<file path="config.mk">
export PLATFORM = sky130hd
export DESIGN_NAME = dma8_engine
export DESIGN_NICKNAME = d
export VERILOG_FILES = /design/src/rtl/dma8_pkg.sv /design/src/rtl/dma8_pick.sv /design/src/rtl/dma8_chan.sv /design/src/rtl/dma8_engine.sv
export SDC_FILE = /design/constraint.sdc
export NUM_CORES = 2
export LEC_CHECK = 0
export BUFFER_PORTS_ARGS = -buffer_cell sky130_fd_sc_hd__buf_2
export CAP_MARGIN = 30
export CORE_MARGIN = 3
export CORE_UTILIZATION = 55
export DETAILED_ROUTE_END_ITERATION = 8
export PLACE_DENSITY = 0.71
export RECOVER_POWER = 100
export SLEW_MARGIN = 20
export SYNTH_ARGS = -nofsm -noshare
export SYNTH_HDL_FRONTEND = slang
export SYNTH_SLANG_ARGS = --single-unit
</file>
<file path="constraint.sdc">
create_clock -name clk -period 3.1 [get_ports clk]
set_input_delay 0.465 -clock clk [delete_from_list [all_inputs] [get_ports clk]]
set_output_delay 0.465 -clock clk [all_outputs]
set_load 0.02 [all_outputs]
</file>
<file path="src/rtl/dma8_pkg.sv">
package dma8_pkg;

   // Stored part of a channel's config byte (bits 6:5 are not kept)
   typedef struct packed {
      logic       dir;    // 0: wide -> narrow, 1: narrow -> wide
      logic       down;   // pointer steps downward
      logic       hold;   // pointer does not move
      logic [2:0] mode;   // narrow address pattern
   } chan_cfg_t;

   localparam logic [3:0] IX_CFG   = 4'd0;
   localparam logic [3:0] IX_BOFF  = 4'd1;
   localparam logic [3:0] IX_ALO   = 4'd2;
   localparam logic [3:0] IX_AHI   = 4'd3;
   localparam logic [3:0] IX_BANK  = 4'd4;
   localparam logic [3:0] IX_CLO   = 4'd5;
   localparam logic [3:0] IX_CHI   = 4'd6;
   localparam logic [3:0] IX_TLO   = 4'd8;
   localparam logic [3:0] IX_THI   = 4'd9;
   localparam logic [3:0] IX_LINES = 4'd10;

   localparam logic [7:0] GA_BLOCK_ARM = 8'h80;
   localparam logic [7:0] GA_LINE_ARM  = 8'h81;

   // Narrow-side offset for byte k of a pattern
   function automatic logic [1:0] b_step(input logic [2:0] mode, input logic [1:0] k);
      case (mode)
         3'd1:    b_step = {1'b0, k[0]};
         3'd3:    b_step = {1'b0, k[1]};
         3'd4:    b_step = k;
         default: b_step = 2'd0;
      endcase
   endfunction

   // Bytes per line burst
   function automatic logic [2:0] line_len(input logic [2:0] mode);
      case (mode)
         3'd1, 3'd2: line_len = 3'd2;
         3'd3, 3'd4: line_len = 3'd4;
         default:    line_len = 3'd1;
      endcase
   endfunction

endpackage

</file>
<file path="src/rtl/dma8_pick.sv">
module dma8_pick #(
   parameter int N = 8,
   localparam int IW = (N > 1) ? $clog2(N) : 1
)(
   input  logic          clk,
   input  logic          rst_n,
   input  logic [N-1:0]  req,
   output logic [N-1:0]  gnt,
   output logic          any,
   output logic [IW-1:0] idx
);

   if (N < 1) begin : g_bad_n
      $error("dma8_pick: N must be at least 1");
   end

   // Lowest index wins: scan down so the last hit is the smallest
   always_comb begin
      gnt = '0;
      idx = '0;
      any = 1'b0;
      for (int i = N - 1; i >= 0; i--) begin
         if (req[i]) begin
            gnt    = '0;
            gnt[i] = 1'b1;
            idx    = IW'(i);
            any    = 1'b1;
         end
      end
   end

   p_gnt_single_r8: assert property (@(posedge clk) disable iff (!rst_n)
      $onehot0(gnt));

   p_gnt_served_r8: assert property (@(posedge clk) disable iff (!rst_n)
      (|req) |-> ((gnt & req) != '0));

   for (genvar g = 1; g < N; g++) begin : g_low
      p_gnt_lowest_r8: assert property (@(posedge clk) disable iff (!rst_n)
         gnt[g] |-> (req[g-1:0] == '0));
   end

endmodule

</file>
<file path="src/rtl/dma8_chan.sv">
module dma8_chan
   import dma8_pkg::*;
#(
   parameter int AW = 24,
   parameter int CW = 16,
   parameter int BW = 8,
   parameter int LW = 8,
   localparam int BKW = AW - 16
)(
   input  logic          clk,
   input  logic          rst_n,
   input  logic          wr_en,
   input  logic [3:0]    wr_idx,
   input  logic [7:0]    wr_data,
   input  logic          dma_go,
   input  logic          hdma_go,
   input  logic          step_clr,
   output logic          dir_o,
   output logic [AW-1:0] src_addr,
   output logic [AW-1:0] tbl_addr,
   output logic [BW-1:0] b_addr,
   output logic          dma_last,
   output logic          burst_end,
   output logic          lines_one,
   output logic          lines_zero
);

   if (AW <= 16 || AW > 24) begin : g_bad_aw
      $error("dma8_chan: AW must be 17..24");
   end
   if (CW != 16 || BW != 8 || LW != 8) begin : g_bad_w
      $error("dma8_chan: count, narrow and line widths are byte-programmed");
   end

   chan_cfg_t      cfg;
   logic [BW-1:0]  b_base;
   logic [15:0]    a_ptr;
   logic [BKW-1:0] bank;
   logic [CW-1:0]  cnt;
   logic [15:0]    tbl;
   logic [LW-1:0]  lines;
   logic [1:0]     step;

   always_ff @(posedge clk) begin
      if (!rst_n) begin
         cfg    <= '0;
         b_base <= '0;
         a_ptr  <= '0;
         bank   <= '0;
         cnt    <= '0;
         tbl    <= '0;
         lines  <= '0;
         step   <= '0;
      end else begin
         if (dma_go) begin
            if (!cfg.hold) a_ptr <= cfg.down ? a_ptr - 16'd1 : a_ptr + 16'd1;
            cnt  <= cnt - 1'b1;
            step <= step + 2'd1;
         end
         if (hdma_go) begin
            tbl <= tbl + 16'd1;
            if (burst_end) begin
               step  <= '0;
               lines <= lines - 1'b1;
            end else begin
               step  <= step + 2'd1;
            end
         end
         if (step_clr) step <= '0;
         // CPU writes take precedence over engine updates
         if (wr_en) begin
            case (wr_idx)
               IX_CFG:   cfg <= '{dir: wr_data[7], down: wr_data[4],
                                  hold: wr_data[3], mode: wr_data[2:0]};
               IX_BOFF:  b_base      <= wr_data;
               IX_ALO:   a_ptr[7:0]  <= wr_data;
               IX_AHI:   a_ptr[15:8] <= wr_data;
               IX_BANK:  bank        <= wr_data[BKW-1:0];
               IX_CLO:   cnt[7:0]    <= wr_data;
               IX_CHI:   cnt[15:8]   <= wr_data;
               IX_TLO:   tbl[7:0]    <= wr_data;
               IX_THI:   tbl[15:8]   <= wr_data;
               IX_LINES: lines       <= wr_data;
               default: ;
            endcase
         end
      end
   end

   assign dir_o      = cfg.dir;
   assign src_addr   = {bank, a_ptr};
   assign tbl_addr   = {bank, tbl};
   assign b_addr     = b_base + {{(BW-2){1'b0}}, b_step(cfg.mode, step)};
   assign burst_end  = (({1'b0, step}) + 3'd1) == line_len(cfg.mode);
   assign dma_last   = (cnt == CW'(1));
   assign lines_one  = (lines == LW'(1));
   assign lines_zero = (lines == '0);

   p_hold_addr_r4: assert property (@(posedge clk) disable iff (!rst_n)
      (dma_go && cfg.hold && !wr_en) |=> $stable(src_addr));

   p_line_dec_r11: assert property (@(posedge clk) disable iff (!rst_n)
      (hdma_go && burst_end && !wr_en) |=> (lines == $past(lines) - 1'b1));

endmodule

</file>
<file path="src/rtl/dma8_engine.sv">
module dma8_engine
   import dma8_pkg::*;
#(
   parameter int NCH = 8,
   parameter int AW  = 24,
   localparam int IW = (NCH > 1) ? $clog2(NCH) : 1
)(
   input  logic          clk,
   input  logic          rst_n,
   input  logic          reg_wr,
   input  logic [7:0]    reg_addr,
   input  logic [7:0]    reg_wdata,
   input  logic          hblank,
   output logic          cpu_stall,
   output logic [AW-1:0] a_addr,
   output logic          a_rd,
   output logic          a_wr,
   output logic [7:0]    a_wdata,
   input  logic [7:0]    a_rdata,
   output logic [7:0]    b_addr,
   output logic          b_rd,
   output logic          b_wr,
   output logic [7:0]    b_wdata,
   input  logic [7:0]    b_rdata
);

   if (NCH < 1 || NCH > 8) begin : g_bad_nch
      $error("dma8_engine: NCH must be 1..8 (three channel address bits)");
   end

   logic [NCH-1:0] dma_en, hdma_en, hdma_pend;
   logic           hb_q, hb_rise, en_wr, hen_wr;
   logic [NCH-1:0] ch_wr, dma_go, hdma_go, step_clr;
   logic [NCH-1:0] dir_v, last_v, bend_v, lone_v, lzero_v;
   logic [AW-1:0]  src_v  [NCH];
   logic [AW-1:0]  tbl_v  [NCH];
   logic [7:0]     baddr_v[NCH];
   logic [NCH-1:0] h_gnt, d_gnt;
   logic           h_any, d_any, active, dir;
   logic [IW-1:0]  h_idx, d_idx, sel;

   assign hb_rise = hblank & ~hb_q;
   assign en_wr   = reg_wr && (reg_addr == GA_BLOCK_ARM);
   assign hen_wr  = reg_wr && (reg_addr == GA_LINE_ARM);

   for (genvar c = 0; c < NCH; c++) begin : g_ch
      assign ch_wr[c]    = reg_wr && !reg_addr[7] && (reg_addr[6:4] == 3'(c));
      assign step_clr[c] = (en_wr && reg_wdata[c]) || (hb_rise && hdma_en[c]);

      dma8_chan #(.AW(AW), .CW(16), .BW(8), .LW(8)) u_ch (
         .clk       (clk),
         .rst_n     (rst_n),
         .wr_en     (ch_wr[c]),
         .wr_idx    (reg_addr[3:0]),
         .wr_data   (reg_wdata),
         .dma_go    (dma_go[c]),
         .hdma_go   (hdma_go[c]),
         .step_clr  (step_clr[c]),
         .dir_o     (dir_v[c]),
         .src_addr  (src_v[c]),
         .tbl_addr  (tbl_v[c]),
         .b_addr    (baddr_v[c]),
         .dma_last  (last_v[c]),
         .burst_end (bend_v[c]),
         .lines_one (lone_v[c]),
         .lines_zero(lzero_v[c])
      );
   end

   dma8_pick #(.N(NCH)) u_hpick (
      .clk(clk), .rst_n(rst_n), .req(hdma_pend), .gnt(h_gnt), .any(h_any), .idx(h_idx)
   );
   dma8_pick #(.N(NCH)) u_dpick (
      .clk(clk), .rst_n(rst_n), .req(dma_en), .gnt(d_gnt), .any(d_any), .idx(d_idx)
   );

   // Line bursts pre-empt block transfers at byte granularity
   assign hdma_go = h_gnt;
   assign dma_go  = h_any ? '0 : d_gnt;
   assign active  = h_any | d_any;
   assign sel     = h_any ? h_idx : d_idx;
   assign dir     = dir_v[sel];

   always_ff @(posedge clk) begin
      if (!rst_n) begin
         hb_q      <= 1'b0;
         dma_en    <= '0;
         hdma_en   <= '0;
         hdma_pend <= '0;
      end else begin
         hb_q      <= hblank;
         dma_en    <= en_wr  ? reg_wdata[NCH-1:0] : (dma_en  & ~(dma_go & last_v));
         hdma_en   <= hen_wr ? reg_wdata[NCH-1:0] : (hdma_en & ~(hdma_go & bend_v & lone_v));
         hdma_pend <= hb_rise ? (hdma_en & ~lzero_v) : (hdma_pend & ~(hdma_go & bend_v));
      end
   end

   assign cpu_stall = (|dma_en) | (|hdma_pend);
   assign a_addr    = !active ? '0 : (h_any ? tbl_v[sel] : src_v[sel]);
   assign b_addr    = active ? baddr_v[sel] : 8'h00;
   assign a_rd      = active & ~dir;
   assign b_wr      = active & ~dir;
   assign b_rd      = active &  dir;
   assign a_wr      = active &  dir;
   assign b_wdata   = a_rdata;
   assign a_wdata   = b_rdata;

   p_line_first_r12: assert property (@(posedge clk) disable iff (!rst_n)
      (|hdma_pend) |-> (dma_go == '0));

   p_strobe_pair_r3: assert property (@(posedge clk) disable iff (!rst_n)
      (a_rd == b_wr) && (a_wr == b_rd) && !(a_rd && a_wr));

   p_line_start_r9: assert property (@(posedge clk) disable iff (!rst_n)
      $rose(|hdma_pend) |-> $past(hblank));

   p_stall_cover_r7: assert property (@(posedge clk) disable iff (!rst_n)
      (a_rd || a_wr) |-> cpu_stall);

   for (genvar c = 0; c < NCH; c++) begin : g_chk
      p_arm_drop_r6: assert property (@(posedge clk) disable iff (!rst_n)
         ($fell(dma_en[c]) && !$past(en_wr)) |-> $past(dma_go[c]));
   end

endmodule

</file>
; Word-level counts from Yosys, hierarchy flattened
; Cells that the tools add are included.
[word_totals]
ram_bits = 0
ff_bits = 665
word_cells = 607
mem_count = 0
latchBits = 0
rom_bits = 0
[op_classes]
n_reduce_logical = 104
addsub = 64
muxes = 251
order_cmp = 2
n_eq_ne = 74
bitwise = 20
shift = 0
n_div = 0
mul = 0
[op_table]
columns = cell, n
row1 = 16-bit two-way mux, 64
row2 = 8-bit two-way mux, 103
row3 = 16-bit by 1-bit adder with 16-bit output (second input constant), 16
row4 = 16-bit by 1-bit subtractor with 16-bit output (second input constant), 16
row5 = 24-bit binary-select mux with 3-bit select, 2
row6 = 24-bit two-way mux, 6
row7 = 16-bit by 1-bit == test with 1-bit output (second input constant), 8
row8 = 8-bit by 2-bit adder with 8-bit output, 8
row9 = 8-bit by 1-bit == test with 1-bit output (second input constant), 8
row10 = 8-bit zero test, 8
row11 = 8-bit by 1-bit subtractor with 8-bit output (second input constant), 8
row12 = 8-bit AND, 7
row13 = 3-bit by 2-bit == test with 1-bit output (second input constant), 18
row14 = 3-bit two-way mux, 17
row15 = 2-bit two-way mux, 24
row16 = 2-bit case mux with 3 select lines, 8
row17 = 3-bit case mux with 2 select lines, 8
row18 = 2-bit AND reduction, 24
row19 = 2-bit OR reduction, 24
row20 = 3-bit == test (second input constant), 12
row21 = 8-bit inverter, 4
row22 = 3-bit by 1-bit == test with 1-bit output (second input constant), 9
row23 = 1-bit logical AND, 27
row24 = 2-bit by 1-bit adder with 3-bit output (second input constant), 8
row25 = other kinds (22), 78

; Depth between registers and ports, before layout
[depth]
ltp_word = 15
mapped_depth = 13
mapped_depth_nobuf = 12

; Hierarchy
; Synthesis repeated with hierarchy kept, for this count alone.
[hier_totals]
cells_unflattened = 5950
area_unflattened_um2 = 44898.1
[modules_own_cells]
columns = mod, cells_per_inst, n_inst, area_each_um2
row1 = dma8_chan at g_ch[0].u_ch ..., 600, 5, 4853.4
row2 = dma8_engine, 1083, 1, 5671.7
row3 = dma8_chan at g_ch[7].u_ch, 618, 1, 4899.7
row4 = dma8_chan at g_ch[1].u_ch, 601, 1, 4879.7
row5 = dma8_chan at g_ch[6].u_ch, 604, 1, 4862.2
row6 = dma8_pick, 22, 2, 158.9

; Worst setup path after synthesis
; Ideal clock, no wire load.
[synth_timing]
kind = register to output
from = reg hdma_pend[4]
to = out b_wr
setup_slack_ps = -103
t_arrival_ps = 2738
required_time_ps = 2635
stages_incl_launch_ff = 13
path_cell_list = dfxtp_1 > clkbuf_1 > o21bai_1 > a21oi_1 > o32a_1 > buf_2 > buf_2 > clkbuf_1 > nand3_1 > nand3_1 > o21ai_0 > nor2_1 > buf_4
[synth_between]
elab_chain_cells = 10
[synth_rtl]
columns = element, line_no
row1 = from (decl), dma8_engine.sv:31  ; logic [NCH-1:0] dma_en, hdma_en, hdma_pend;
row2 = from (signal assigned), dma8_engine.sv:94  ; hdma_pend <= hb_rise ? (hdma_en & ~lzero_v) : (hdma_pend & ~(hdma_go & bend_v));
row3 = 3-bit two-way mux or 1-bit two-way mux (tied branches) (5 in a row), dma8_pick.sv:23  ; if (req[i]) begin
row4 = 3-bit two-way mux, dma8_engine.sv:81  ; assign sel = h_any ? h_idx : d_idx;
row5 = 1-bit binary-select mux with 3-bit select, dma8_engine.sv:82  ; assign dir = dir_v[sel];
row6 = 1-bit two-way mux (not written as such), dma8_engine.sv:82
row7 = 1-bit inverter, n/a
row8 = 1-bit AND *, n/a
row9 = to (decl), dma8_engine.sv:22  ; output logic b_wr,
; Mark *: on every way between the ends. The rest lies on a longest branch, timed or not. The select of a mux whose other input is x is not followed.

; Worst setup path after layout
[layout_timing]
from = reg hdma_pend[0]
to = out a_addr[2]
[layout_between]
elab_chain_cells = 8
[layout_rtl]
columns = element, line_no
row1 = 3-bit two-way mux or 1-bit two-way mux (tied branches), dma8_pick.sv:23
row2 = 3-bit two-way mux, dma8_engine.sv:81
row3 = 3-bit inverter with 4-bit output (not written as such), dma8_engine.sv:99  ; assign a_addr = !active ? '0 : (h_any ? tbl_v[sel] : src_v[sel]);
row4 = 24-bit binary-select mux with 3-bit select, dma8_engine.sv:99
row5 = 24-bit two-way mux (not written as such) (2 in a row), dma8_engine.sv:99
row6 = 24-bit two-way mux, dma8_engine.sv:99
row7 = 24-bit two-way mux *, dma8_engine.sv:99
row8 = to (decl), dma8_engine.sv:15  ; output logic [AW-1:0] a_addr,
; Marked as above.

==> flow_summary.json <==
{
  "outcome": "finished, violations left",
  "violations": "max-capacitance violations, max-slew violations, negative setup slack",
  "die-area_um2": 78900,
  "path_max_fanout": 15,
  "synth_compound_area_share_pct": 18.7,
  "finalCritPeriodShare_pct": 120,
  "grt_pass1_wl_um": 216000,
  "slowest_delay_ns": 0.53,
  "cts_tree": "done",
  "power.leakage_nw": 17.7,
  "grt_max_degree": 93,
  "slew_headroom_pct": -24.8,
  "first_iter_violations": 3864,
  "die_y_um": 281,
  "vias": 41312,
  "hold_slack_ns": 0.0939,
  "cpLargestDelayFamily": "buffers and inverters",
  "end_kind": "output port",
  "cts-htree-levels": 3,
  "hpwlAfterDp_um": 95300,
  "dr.pass1.iters": 7,
  "cp_num_buf_inv": 6,
  "antenna_found_initial": 1,
  "synth_ff_type": "dfxtp_1",
  "clock.fmax_mhz": 268,
  "cpMaxStageDelayCell": "mux4_2",
  "arrival_ns": 3.26,
  "synthCells": 5468,
  "insertion_delay_ns": 0.63,
  "final_net_count": 5796,
  "worst_slack_ns": -0.628,
  "yosys-top-cells-count": "nand2_1, dfxtp_1, nor2_1",
  "rows": 100,
  "syn2layout_area_growth_pct": 16.7,
  "syn_nets": 5703,
  "viasPerCell": 6.28,
  "synthMuxAreaShare_pct": 3.38,
  "synth_fa_ha_area_share_pct": 6.28,
  "async_reset_ff_share_pct": 0,
  "synth_xor_area_share_pct": 8.57,
  "yosysTopAreaCell": "dfxtp_1",
  "overflow": 0,
  "first_global_vias": 37955,
  "min_path_type": "in -> reg",
  "wl_per_cell_um": 21.6,
  "die_w_um": 281,
  "powerDensity_nw_per_um2": 378,
  "io_buffers": 56,
  "ys_types": 88,
  "root_buffer": "clkbuf_16",
  "rsz0062_at_grt": "true",
  "syn_area_um2": 41600,
  "path_cells": "clkbuf_1 -> buf_4 -> o32a_4 -> buf_6 -> buf_16 -> mux4_2 -> a21oi_2 -> o21ai_1 -> buf_4 -> buf_6",
  "ys_warn_count": 0,
  "grt_use_total_pct": 34.4,
  "startpoint_type": "flip-flop",
  "drc": 0,
  "setup_violations": 71,
  "finalClockSkew_ns": 0.0174,
  "wirelength_um": 142000,
  "synth_edf_count": 0,
  "finalHoldViolCount": 0,
  "synth.most_common_cell": "nand2_1",
  "drive_gt1_share_pct": 13.3,
  "clock_sinks": 665,
  "worst_pin_slew_ns": 1.87,
  "setup_tns_ns": -20.84,
  "start_util_pct": 55.7,
  "synthSimpleGateAreaFrac_pct": 26.4,
  "cp.required_ns": 2.63,
  "synth_top_area_share_pct": 32.0,
  "cts.clk_slew.worst_paths_ns": 0.06,
  "cts_buffers": 76,
  "fill_cells": 6344,
  "synth_top_family_by_area": "simple AND/OR/NAND/NOR gates",
  "cts_buffer_depth": 3,
  "ir_worst_vdd_mv": 0.382,
  "period_needed_ns": 3.73,
  "gp_congestion": 0.982,
  "postLayoutCellArea_um2": 48500,
  "critPathKind": "reg -> out",
  "maxCapViolCount": 1,
  "synthTopCellsByArea": "dfxtp_1, nand2_1, nor2_1, a211oi_1, ha_1",
  "synth_seq_cells": 665,
  "placed_cell_area_um2": 44100,
  "ant_nets": 0,
  "yosysSeqAreaShare_pct": 32.0,
  "avgSynthCellArea_um2": 7.60,
  "drv_slew": 71,
  "diodes": 0,
  "cts-hold-fix-buffers": 0,
  "core-area_um2": 74700,
  "io_pins": 89
}
[report_power, final]
group / internal, mW / total, mW / switching [mW]
Sequential: 8.56 / 8.59 / 0.0221
Clock: 5.23 / 8.99 / 3.76
Combinational: 0.173 / 0.755 / 0.582
Total: 14.0 / 18.3 / 4.36
[timing repair]
item	CTS	global route
setup buffers	23	36
pin swaps	61	61
resized for setup	214	157
setup endpoints to repair	36	63
cloned	9	11
[cells by family after synthesis]
logic type	after synthesis
multiplexers	119
XOR/XNOR	407
AND/OR/NAND/NOR	2393
adder cells (fa/ha/maj)	199
buffers and inverters	487
flip-flops	665
AO/OA/AOI/OAI	1198
[area by class of cell]
| class | count | area [um2] | share of cell area, % |
|---|---|---|---|
| Multi-Input combinational cell | 4316 | 27300 | 56.3 |
| Sequential cell | 665 | 13300 | 27.5 |
| Timing Repair Buffer | 398 | 3830 | 7.90 |
| Clock buffer | 104 | 2210 | 4.56 |
| Tap cell | 969 | 1210 | 2.50 |
| Inverter | 104 | 400 | 0.825 |
| Clock inverter | 24 | 228 | 0.469 |
[sequential cells by signal, indices dropped and copies added (netlist names)]
name / count
g_ch.u_ch.tbl: 128
g_ch.u_ch.cfg: 40
g_ch.u_ch.dir_o: 8
hdma_en: 8
g_ch.u_ch.a_ptr: 128
hdma_pend: 8
g_ch.u_ch.step: 16
dma_en: 8
hb_q: 1
g_ch.u_ch.lines: 64
g_ch.u_ch.cnt: 128
g_ch.u_ch.bank: 64
g_ch.u_ch.b_base: 64
[layer usage]
layer / track usage [%] / wire length, um / up-vias
met5: 0 / 16 / -
met3: 5.78 / 12900 / 401
met1: 45.8 / 58900 / 19445
met4: 16.3 / 7520 / 2
met2: 54.6 / 62700 / 1864
li1: - / - / 19600
[final timing paths]
kind | startpoint | endpoint | slack, ns | cells after the start
hold / removal | hblank | hb_q$_SDFF_PN0_ | 0.09 | 2
setup / recovery | hdma_pend[0]$_SDFF_PN0_ | a_addr[2] | -0.63 | 10
setup reg to reg | hdma_pend[1]$_SDFF_PN0_ | g_ch[7].u_ch.cnt[11]$_SDFF_PN0_ | -0.20 | 10
hold reg to reg | g_ch[0].u_ch.bank[0]$_SDFFE_PN0P_ | g_ch[0].u_ch.bank[0]$_SDFFE_PN0P_ | 0.46 | 2
[metrics by stage]
| step | total power [mW] | setup slack, ns | cells | utilization (%) |
|---|---|---|---|---|
| 3_3_place_gp | 9.48 | -0.264 | 6385 | 59.0 |
| 4_1_cts | 18.4 | -0.585 | 6539 | 63.8 |
| 6_report | 18.3 | -0.628 | 6580 | 65.0 |
| 3_5_place_dp | 9.49 | -0.252 | 6385 | 59.0 |
| 5_1_grt | 18.8 | -0.697 | 6580 | 65.0 |
| 2_1_floorplan | 9.18 | 0.000155 | 5468 | - |
[layout by cell type, fill, tap and decap left out, drive strengths merged, types with 30 or more instances in the layout]
| master | n |
|---|---|
| xor2 | 166 |
| dfxtp | 665 |
| ha | 183 |
| o21ai | 192 |
| or3 | 59 |
| a311oi | 97 |
| nor3 | 129 |
| mux2i | 100 |
| nor2 | 666 |
| a21oi | 344 |
| nand2b | 33 |
| inv | 106 |
| clkbuf | 157 |
| a211oi | 311 |
| buf | 344 |
| nand3 | 335 |
| and2 | 30 |
| nor2b | 45 |
| nand4 | 45 |
| xnor2 | 241 |
| nand2 | 829 |
| a31oi | 85 |
| nor4 | 43 |
| and3 | 87 |
Note: power is estimated with default switching activity, not from simulation.
